File: config.mk
export PLATFORM = sky130hd
export DESIGN_NAME = gpio_ctrl
export DESIGN_NICKNAME = d
export VERILOG_FILES = /design/src/rtl/gpio_pkg.sv /design/src/rtl/gpio_regs.sv /design/src/rtl/gpio_pin_sense.sv /design/src/rtl/gpio_pad_drive.sv /design/src/rtl/gpio_ctrl.sv
export SDC_FILE = /design/constraint.sdc
export NUM_CORES = 1
export LEC_CHECK = 0
export ABC_AREA = 1
export BUFFER_PORTS_ARGS = -buffer_cell sky130_fd_sc_hd__buf_2
export CAP_MARGIN = 30
export CORE_UTILIZATION = 45
export DETAILED_ROUTE_END_ITERATION = 6
export GPL_TIMING_DRIVEN = 0
export PLACE_DENSITY = 0.69
export SLEW_MARGIN = 20
export SYNTH_ARGS = -nofsm -noshare
export SYNTH_HDL_FRONTEND = slang
export SYNTH_SLANG_ARGS = --single-unit
File: constraint.sdc
create_clock -name clk -period 1 [get_ports clk]
set_clock_uncertainty 0.05 [all_clocks]
set_input_delay 0.05 -clock clk [delete_from_list [all_inputs] [get_ports clk]]
set_output_delay 0.05 -clock clk [all_outputs]
set_load 0.05 [all_outputs]
File: src/rtl/gpio_pkg.sv
package gpio_pkg;
    localparam int NPINS  = 4;
    localparam int DATA_W = 2 * NPINS;
    localparam int ADDR_W = 16;

    localparam logic [ADDR_W-1:0] ADDR_HANDOFF = 16'h103D;
    localparam logic [ADDR_W-1:0] ADDR_DIRDAT  = 16'h103E;
    localparam logic [ADDR_W-1:0] ADDR_DRIVE   = 16'h103F;
    localparam logic [ADDR_W-1:0] ADDR_STATUS  = 16'h1121;
    localparam logic [ADDR_W-1:0] ADDR_CLEAR   = 16'h1122;

    typedef logic [NPINS-1:0] pinvec_t;

    typedef struct packed {
        pinvec_t link_poll;
        pinvec_t level;
        pinvec_t is_input;
        pinvec_t push_pull;
    } gpio_cfg_t;

    typedef struct packed {
        logic              we;
        logic [ADDR_W-1:0] addr;
        logic [DATA_W-1:0] wdata;
    } bus_req_t;

    function automatic pinvec_t drive_enable(gpio_cfg_t c);
        return ~c.is_input & (c.push_pull | ~c.level);
    endfunction

    function automatic pinvec_t drive_level(gpio_cfg_t c);
        return ~c.is_input & c.push_pull & c.level;
    endfunction
endpackage

File: src/rtl/gpio_regs.sv
module gpio_regs
    import gpio_pkg::*;
(
    input  logic              clk,
    input  logic              rst,
    input  bus_req_t          req,
    input  pinvec_t           mon,
    input  pinvec_t           flags,
    output gpio_cfg_t         cfg,
    output pinvec_t           clr_mask,
    output logic [DATA_W-1:0] rdata
);
    localparam int PAD_W = DATA_W - NPINS;

    always_ff @(posedge clk) begin
        if (rst) begin
            cfg.link_poll <= '0;
            cfg.level     <= '0;
            cfg.is_input  <= '1;
            cfg.push_pull <= '0;
        end else if (req.we) begin
            case (req.addr)
                ADDR_HANDOFF: cfg.link_poll <= req.wdata[NPINS-1:0];
                ADDR_DIRDAT: begin
                    cfg.level    <= req.wdata[DATA_W-1:NPINS];
                    cfg.is_input <= req.wdata[NPINS-1:0];
                end
                ADDR_DRIVE:   cfg.push_pull <= req.wdata[NPINS-1:0];
                default: ;
            endcase
        end
    end

    always_comb begin
        clr_mask = '0;
        if (req.we && req.addr == ADDR_CLEAR)
            clr_mask = req.wdata[NPINS-1:0];
    end

    always_comb begin
        case (req.addr)
            ADDR_HANDOFF: rdata = {{PAD_W{1'b0}}, cfg.link_poll};
            ADDR_DIRDAT:  rdata = {cfg.level, cfg.is_input};
            ADDR_DRIVE:   rdata = {{PAD_W{1'b0}}, cfg.push_pull};
            ADDR_STATUS:  rdata = {mon, flags};
            default:      rdata = '0;
        endcase
    end
endmodule

File: src/rtl/gpio_pin_sense.sv
module gpio_pin_sense #(
    parameter int SYNC_STAGES = 2
) (
    input  logic clk,
    input  logic rst,
    input  logic pad,
    input  logic arm,
    input  logic clr,
    output logic level,
    output logic flag
);
    localparam int CHAIN_W = SYNC_STAGES + 1;

    logic [CHAIN_W-1:0] chain_q;
    logic [CHAIN_W-1:0] valid_q;
    logic               flag_q;
    logic               changed;

    always_ff @(posedge clk) begin
        if (rst) begin
            chain_q <= '0;
            valid_q <= '0;
        end else begin
            chain_q <= {chain_q[CHAIN_W-2:0], pad};
            valid_q <= {valid_q[CHAIN_W-2:0], 1'b1};
        end
    end

    assign level   = chain_q[SYNC_STAGES-1];
    assign changed = valid_q[CHAIN_W-1] & (chain_q[SYNC_STAGES-1] ^ chain_q[SYNC_STAGES]);

    always_ff @(posedge clk) begin
        if (rst)                flag_q <= 1'b0;
        else if (changed & arm) flag_q <= 1'b1;
        else if (clr)           flag_q <= 1'b0;
    end

    assign flag = flag_q;
endmodule

File: src/rtl/gpio_pad_drive.sv
module gpio_pad_drive
    import gpio_pkg::*;
(
    input  gpio_cfg_t cfg,
    output pinvec_t   oe,
    output pinvec_t   dout,
    output pinvec_t   arm
);
    assign oe   = drive_enable(cfg);
    assign dout = drive_level(cfg);
    assign arm  = cfg.is_input & ~cfg.link_poll;
endmodule

File: src/rtl/gpio_ctrl.sv
module gpio_ctrl
    import gpio_pkg::*;
#(
    parameter int SYNC_STAGES = 2
) (
    input  logic              clk,
    input  logic              rst,
    input  logic [ADDR_W-1:0] bus_addr,
    input  logic              bus_we,
    input  logic [DATA_W-1:0] bus_wdata,
    output logic [DATA_W-1:0] bus_rdata,
    input  logic [NPINS-1:0]  pad_in,
    output logic [NPINS-1:0]  pad_oe,
    output logic [NPINS-1:0]  pad_out,
    output logic              irq
);
    bus_req_t  req;
    gpio_cfg_t cfg;
    pinvec_t   clr_mask, mon, flags, arm;

    assign req = '{we: bus_we, addr: bus_addr, wdata: bus_wdata};

    gpio_regs u_regs (
        .clk(clk), .rst(rst), .req(req), .mon(mon), .flags(flags),
        .cfg(cfg), .clr_mask(clr_mask), .rdata(bus_rdata)
    );

    gpio_pad_drive u_drive (
        .cfg(cfg), .oe(pad_oe), .dout(pad_out), .arm(arm)
    );

    for (genvar i = 0; i < NPINS; i++) begin : g_pin
        gpio_pin_sense #(.SYNC_STAGES(SYNC_STAGES)) u_sense (
            .clk(clk), .rst(rst), .pad(pad_in[i]), .arm(arm[i]),
            .clr(clr_mask[i]), .level(mon[i]), .flag(flags[i])
        );
    end

    assign irq = |flags;
endmodule

==> results of run 1 <==
==> Yosys cell counts, drive strengths merged <==
library cell	number
nor3	5
dfxtp	35
nand3	23
or4	1
o22ai	4
a21oi	20
clkbuf	4
xor2	4
inv	36
nand4	32
buf	4
nand2	30
nor2	29
==> timing repair <==
item                                    CTS  global route
endpoints found under the setup margin   17            37
endpoints found under the hold margin    12             0
hold buffers                             12             0
gates cloned                              1             0
resized for setup                       101            34
pin swaps                                29            28
setup buffers                            19             4
==> worst max-delay path by stage <==
stage,from,to,slack (ns)
after global routing,g_pin[3].u_sense.flag,irq,-0.44
after global placement,bus_addr[11],bus_rdata[4],-0.37
after floorplan,u_regs.cfg[11],pad_out[3],-0.19
final,g_pin[3].u_sense.flag,irq,-0.43
after detailed placement,bus_addr[11],bus_rdata[4],-0.37
after CTS,g_pin[3].u_sense.flag,irq,-0.41
==> flip-flops by register name, summed over array words and instances (netlist names) <==
| name | flops |
|---|---|
| u_regs.cfg | 16 |
| g_pin.u_sense.chain_q | 12 |
| g_pin.u_sense.flag | 4 |
| g_pin.u_sense.valid_q | 3 |
==> area by class of cell <==
class	instances	area [sq um]
well taps	46	57.56
multi-input cells	148	1106
clock buffers	5	68.82
flip-flops and latches	35	755.7
repair buffers	79	703.2
clock inverters	3	20.02
inverters	36	155.1
plain buffers	8	53.80
fillers	208	548.0
==> critical path, delay by kind of cell (launching register included) <==
family,cells,cell delay (ns)
buffers and inverters,1,0.17
flip-flops,1,0.32
AND/OR/NAND/NOR,1,0.54
==> per-layer routing <==
metal / part of all wire / vias up / wire length [um] / GRT usage
met3: 0.088 / 30 / 494 / 0.05435
li1: - / 941 / - / -
met5: 0 / - / 0 / 0
met4: 0.040 / 0 / 221 / 0.1250
met2: 0.48 / 118 / 2662 / 0.4601
met1: 0.40 / 916 / 2215 / 0.3643
==> logic make-up after synthesis <==
| logic type | after synthesis |
|---|---|
| XOR/XNOR | 4 |
| buffers and inverters | 44 |
| flip-flops | 35 |
| AO/OA/AOI/OAI | 24 |
| AND/OR/NAND/NOR | 120 |
==> metrics by stage <==
stage,area (sq um),utilization
6_report,2920,0.8420
5_1_grt,2920,0.8420
4_1_cts,2784,0.8027
3_5_place_dp,2142,0.6176
3_3_place_gp,2142,0.6176
2_1_floorplan,1854,-
==> power breakdown <==
group | leakage (nW) | switching, mW | internal, mW
combinational | 0.884 | 0.193 | 0.166
sequential | 0.295 | 0.0134 | 1.39
clock | 0.0402 | 0.548 | 0.484
total | 1.22 | 0.755 | 2.04
==> flow_summary.toml, run 1 <==
[synthesis]
synth_top_family_by_area = "simple AND/OR/NAND/NOR gates"
synth_area_per_cell_sq_um = 7.502
synthSimpleGateAreaFrac = 0.3872
ys_ff_latch = 35
netlist_area_sq_um = 1703
ys_seq_area_frac = 0.4115
yosys.cell_types.count = 22
synth_xor_area_frac = 0.02057
synth_top_area_frac = 0.4115
synth_compound_area_frac = 0.07348
synth.net_count = 258
synthAdderAreaFrac = 0
synth_top_cell_by_area = "dfxtp_1"
ys_warn_count = 0
yosys-top-cells-area = "dfxtp_1, nand4_1, inv_1, nand2_1, a21oi_1"
synthMuxAreaShare = 0
synth_cells = 227

[routing]
vias = 2005
drc = 0
drt_iter0_markers = 189
wl_per_cell_um = 15.54
antenna_left = 0
routed_wl_um = 5593
first_pass_iters = 5
viasPerCell = 5.569

[pwr]
report.power.total_mw = 2.797
leakage_nw = 1.220
pwr_density_cell_nw_per_um2 = 957.9
ir_drop_v = 0.0008874

[sta]
slew_headroom = 0.6121
fin_crit_ns = 1.427
fin_crit_sh = 1.427
fmax_mhz = 701.0
timing.hold.ws_ns = 0.006519
hold_violations = 0
drv_slew = 0
tightest_slew_ns = 0.5818
timing.final.ws_setup_ns = -0.4266
fin_tns_setup_ns = -3.262
rsz0062_at_grt = "yes"
finalSetupViolations = 21

[critical_path]
cp-end-kind = "output port"
r2r_start = "g_pin[3].u_sense.chain_q[1]"
reg2reg_depth = 4
required_ns = 0.90
cp.arrival_ns = 1.33
crit_fanout = 2
reg2reg_setup_slack_ns = 0.03
crit_slowest_cell = "or4_4"
r2r_end = "g_pin[3].u_sense.flag"
max_stage_delay_ns = 0.54
crit_chain = "or4_4 -> buf_8"
path_class = "register to output port"
critPathLaunchType = "register"

[placed_design]
io_buffers = 46
dpl_worst_slack_ns = -0.3721
placed_cells = 319
dp_hpwl_um = 3293
gp_congestion = 0.8706

[finish]
diodes = 0
final_layout_size_suffix_gt1_frac = 0.5096
area.growth.synth_to_final_pct = 71.49
final_common_cell = "buf_6"
layout_common_cells = "buf_6, nand4_1, inv_1"
num-nets-final = 344
fin_cells = 360

[hold_path]
hold_path_class = "input port to register"
hold_path_depth = 3
whs_endpoint = "u_regs.cfg[8]"
min-delay-start = "bus_wdata[4]"

[floorplanning]
initial_core_util = 0.4910
pin_count = 48
core_area_sq_um = 3468
die-width_um = 63.52
chipHeight_um = 63.52
dieArea_sq_um = 4034
core.rowCount = 21

[job]
max_cap_violations = 0

[grt]
grt.total_usage = 0.2844
overflow = 0
grt_max_degree = 13
antenna_found_initial = 0
grt_pass1_wl_um = 8790
grt_pass1_vias = 1853

[cts]
max-clock-path-buffers = 2
cts-htree-levels = 2
clk_pin_slew_ns = 0.07
cts_inserted_buffers = 5
cts_root_buf = "clkbuf_8"
cts_sinks = 35
clock_latency_ns = 0.29
cts_tree = "yes"

[status]
outcome = "finished, violations left"
failed_checks = "setup timing"
Power figures use the tool's default switching activity.
==> run 2: changes to the inputs <==
==> constraint.sdc (replaced) <==
create_clock -name clk -period 1 [get_ports clk]
set_clock_uncertainty 0.05 [all_clocks]
set_input_delay 0.15 -clock clk [delete_from_list [all_inputs] [get_ports clk]]
set_output_delay 0.15 -clock clk [all_outputs]
set_load 0.05 [all_outputs]
==> run 2 against run 1 <==
Compared with the run above: the flow still finishes with violations (setup timing); first-iteration DRC count decreased by 35%; clock power increased by 25%; final area decreased by 1.9%; critical path depth is the same; routed wire length increased by 1.3%; worst hold slack got worse by 0.0026 ns.
==> flow_summary.toml, run 2 (synthesis gave the netlist of run 1 again) <==
[status]
outcome = "finished, violations left"
failed_checks = "setup timing"

[floorplanning]
core.rowCount = 21
initial_core_util = 0.4910
core_area_sq_um = 3468
chipHeight_um = 63.52
dieArea_sq_um = 4034
die-width_um = 63.52
pin_count = 48

[routing]
wl_per_cell_um = 16.33
drc = 0
antenna_left = 0
vias = 1939
routed_wl_um = 5666
viasPerCell = 5.588
drt_iter0_markers = 122
first_pass_iters = 4

[finish]
final_common_cell = "nand4_1"
num-nets-final = 331
layout_common_cells = "nand4_1, buf_6, inv_1"
diodes = 0
largest_reg_flops = 16
final_layout_size_suffix_gt1_frac = 0.5249
regMostFlops = "u_regs.cfg"
final.fill_count = 215
fin_cells = 347
area.growth.synth_to_final_pct = 68.26

[critical_path]
crit_buf_inv = 1
startpoint = "g_pin[3].u_sense.flag"
crit_chain = "or4_4 -> buf_8"
reg2reg_depth = 3
cp-end-kind = "output port"
reg2reg_setup_slack_ns = 0.07
r2r_start = "g_pin[1].u_sense.chain_q[1]"
endpoint = "irq"
required_ns = 0.80
critPathLaunchType = "register"
crit_fanout = 2
r2r_end = "g_pin[1].u_sense.flag"
max_stage_delay_ns = 0.54
path_delay_family = "simple AND/OR/NAND/NOR gates"
path_class = "register to output port"
critical_path_depth = 2
cp.arrival_ns = 1.32
crit_slowest_cell = "or4_4"

[grt]
grt_pass1_wl_um = 8604
antenna_found_initial = 0
grt_pass1_vias = 1855
overflow = 0
grt.total_usage = 0.2780
grt_max_degree = 14

[pwr]
pwr_density_cell_nw_per_um2 = 1062
leakage_nw = 1.203
ir_drop_v = 0.001388

[cts]
cts_sinks = 35
max-clock-path-buffers = 2
cts_root_buf = "clkbuf_8"
cts_inserted_buffers = 5
cts_tree = "yes"
cts-htree-levels = 2
clock_latency_ns = 0.29
clk_pin_slew_ns = 0.08

[sta]
drv_slew = 0
slew_headroom = 0.6029
timing.hold.ws_ns = 0.003890
fin_tns_setup_ns = -5.817
hold_violations = 0
fmax_mhz = 659.2
finalSetupViolations = 28
fin_crit_sh = 1.517
rsz0062_at_grt = "yes"
timing.final.ws_setup_ns = -0.5171
fin_crit_ns = 1.517
tightest_slew_ns = 0.5956

[placed_design]
dp_hpwl_um = 3393
placed_cells = 319
gp_congestion = 0.8944
io_buffers = 46

[job]
max_cap_violations = 0

[hold_path]
hold_path_class = "input port to register"
run 2: tightest hold or removal path, delay by kind of cell:
family	cells	cell delay, ns
and+or+nand+nor	1	0.06
buffers and inverters	2	0.10
run 2: worst min path at each step:
stage               depth (start not counted)  slack [ns]                           to      start
floorplan                                   2        0.21  g_pin[0].u_sense.chain_q[0]  pad_in[0]
global placement                            3        0.30  g_pin[1].u_sense.chain_q[0]  pad_in[1]
detailed placement                          3        0.31  g_pin[2].u_sense.chain_q[0]  pad_in[2]
CTS                                         3       0.005  g_pin[0].u_sense.chain_q[0]  pad_in[0]
global route                                3       0.008  g_pin[3].u_sense.chain_q[0]  pad_in[3]
finish                                      3       0.004  g_pin[0].u_sense.chain_q[0]  pad_in[0]
run 2: where the power goes:
group,internal [mW],switching (mW),total (mW)
clock network,0.755,0.534,1.29
registers,1.40,0.0132,1.41
logic,0.140,0.200,0.340
run 2: routing by layer:
| layer | vias up | global-route usage | wire, um |
|---|---|---|---|
| li1 | 916 | - | - |
| met1 | 904 | 0.3552 | 2101 |
| met2 | 92 | 0.4335 | 2853 |
| met3 | 27 | 0.07246 | 513 |
| met4 | 0 | 0.1278 | 197 |
| met5 | - | 0 | 0 |
run 2: metrics by stage:
stage          worst slack [ns]  instance area (sq um)  power (mW)  utilization
6_report                -0.5171                   2865       3.042       0.8261
3_5_place_dp            -0.5820                   2207       1.711       0.6364
5_1_grt                 -0.5479                   2865       3.157       0.8261
4_1_cts                 -0.5159                   2698       3.024       0.7778
2_1_floorplan           -0.3887                   1919       1.594            -
3_3_place_gp            -0.5815                   2207       1.707       0.6364
run 2: cell type report:
| type | instances | area [sq um] | share of cell area |
|---|---|---|---|
| Multi-Input combinational cell | 149 | 1162 | 0.4057 |
| Sequential cell | 35 | 739.5 | 0.2581 |
| Timing Repair Buffer | 65 | 578.1 | 0.2017 |
| Inverter | 36 | 157.7 | 0.05502 |
| Clock buffer | 5 | 68.82 | 0.02402 |
| Tap cell | 46 | 57.56 | 0.02009 |
| Buffer | 8 | 53.80 | 0.01878 |
| Clock inverter | 3 | 47.55 | 0.01659 |
run 2: timing repair:
item	in CTS	in global routing
cloned	2	0
setup buffers	14	8
pin swaps	22	30
gates resized for setup	79	41
setup endpoints to repair	27	36
endpoints found under the hold margin	0	1
hold buffers	0	1
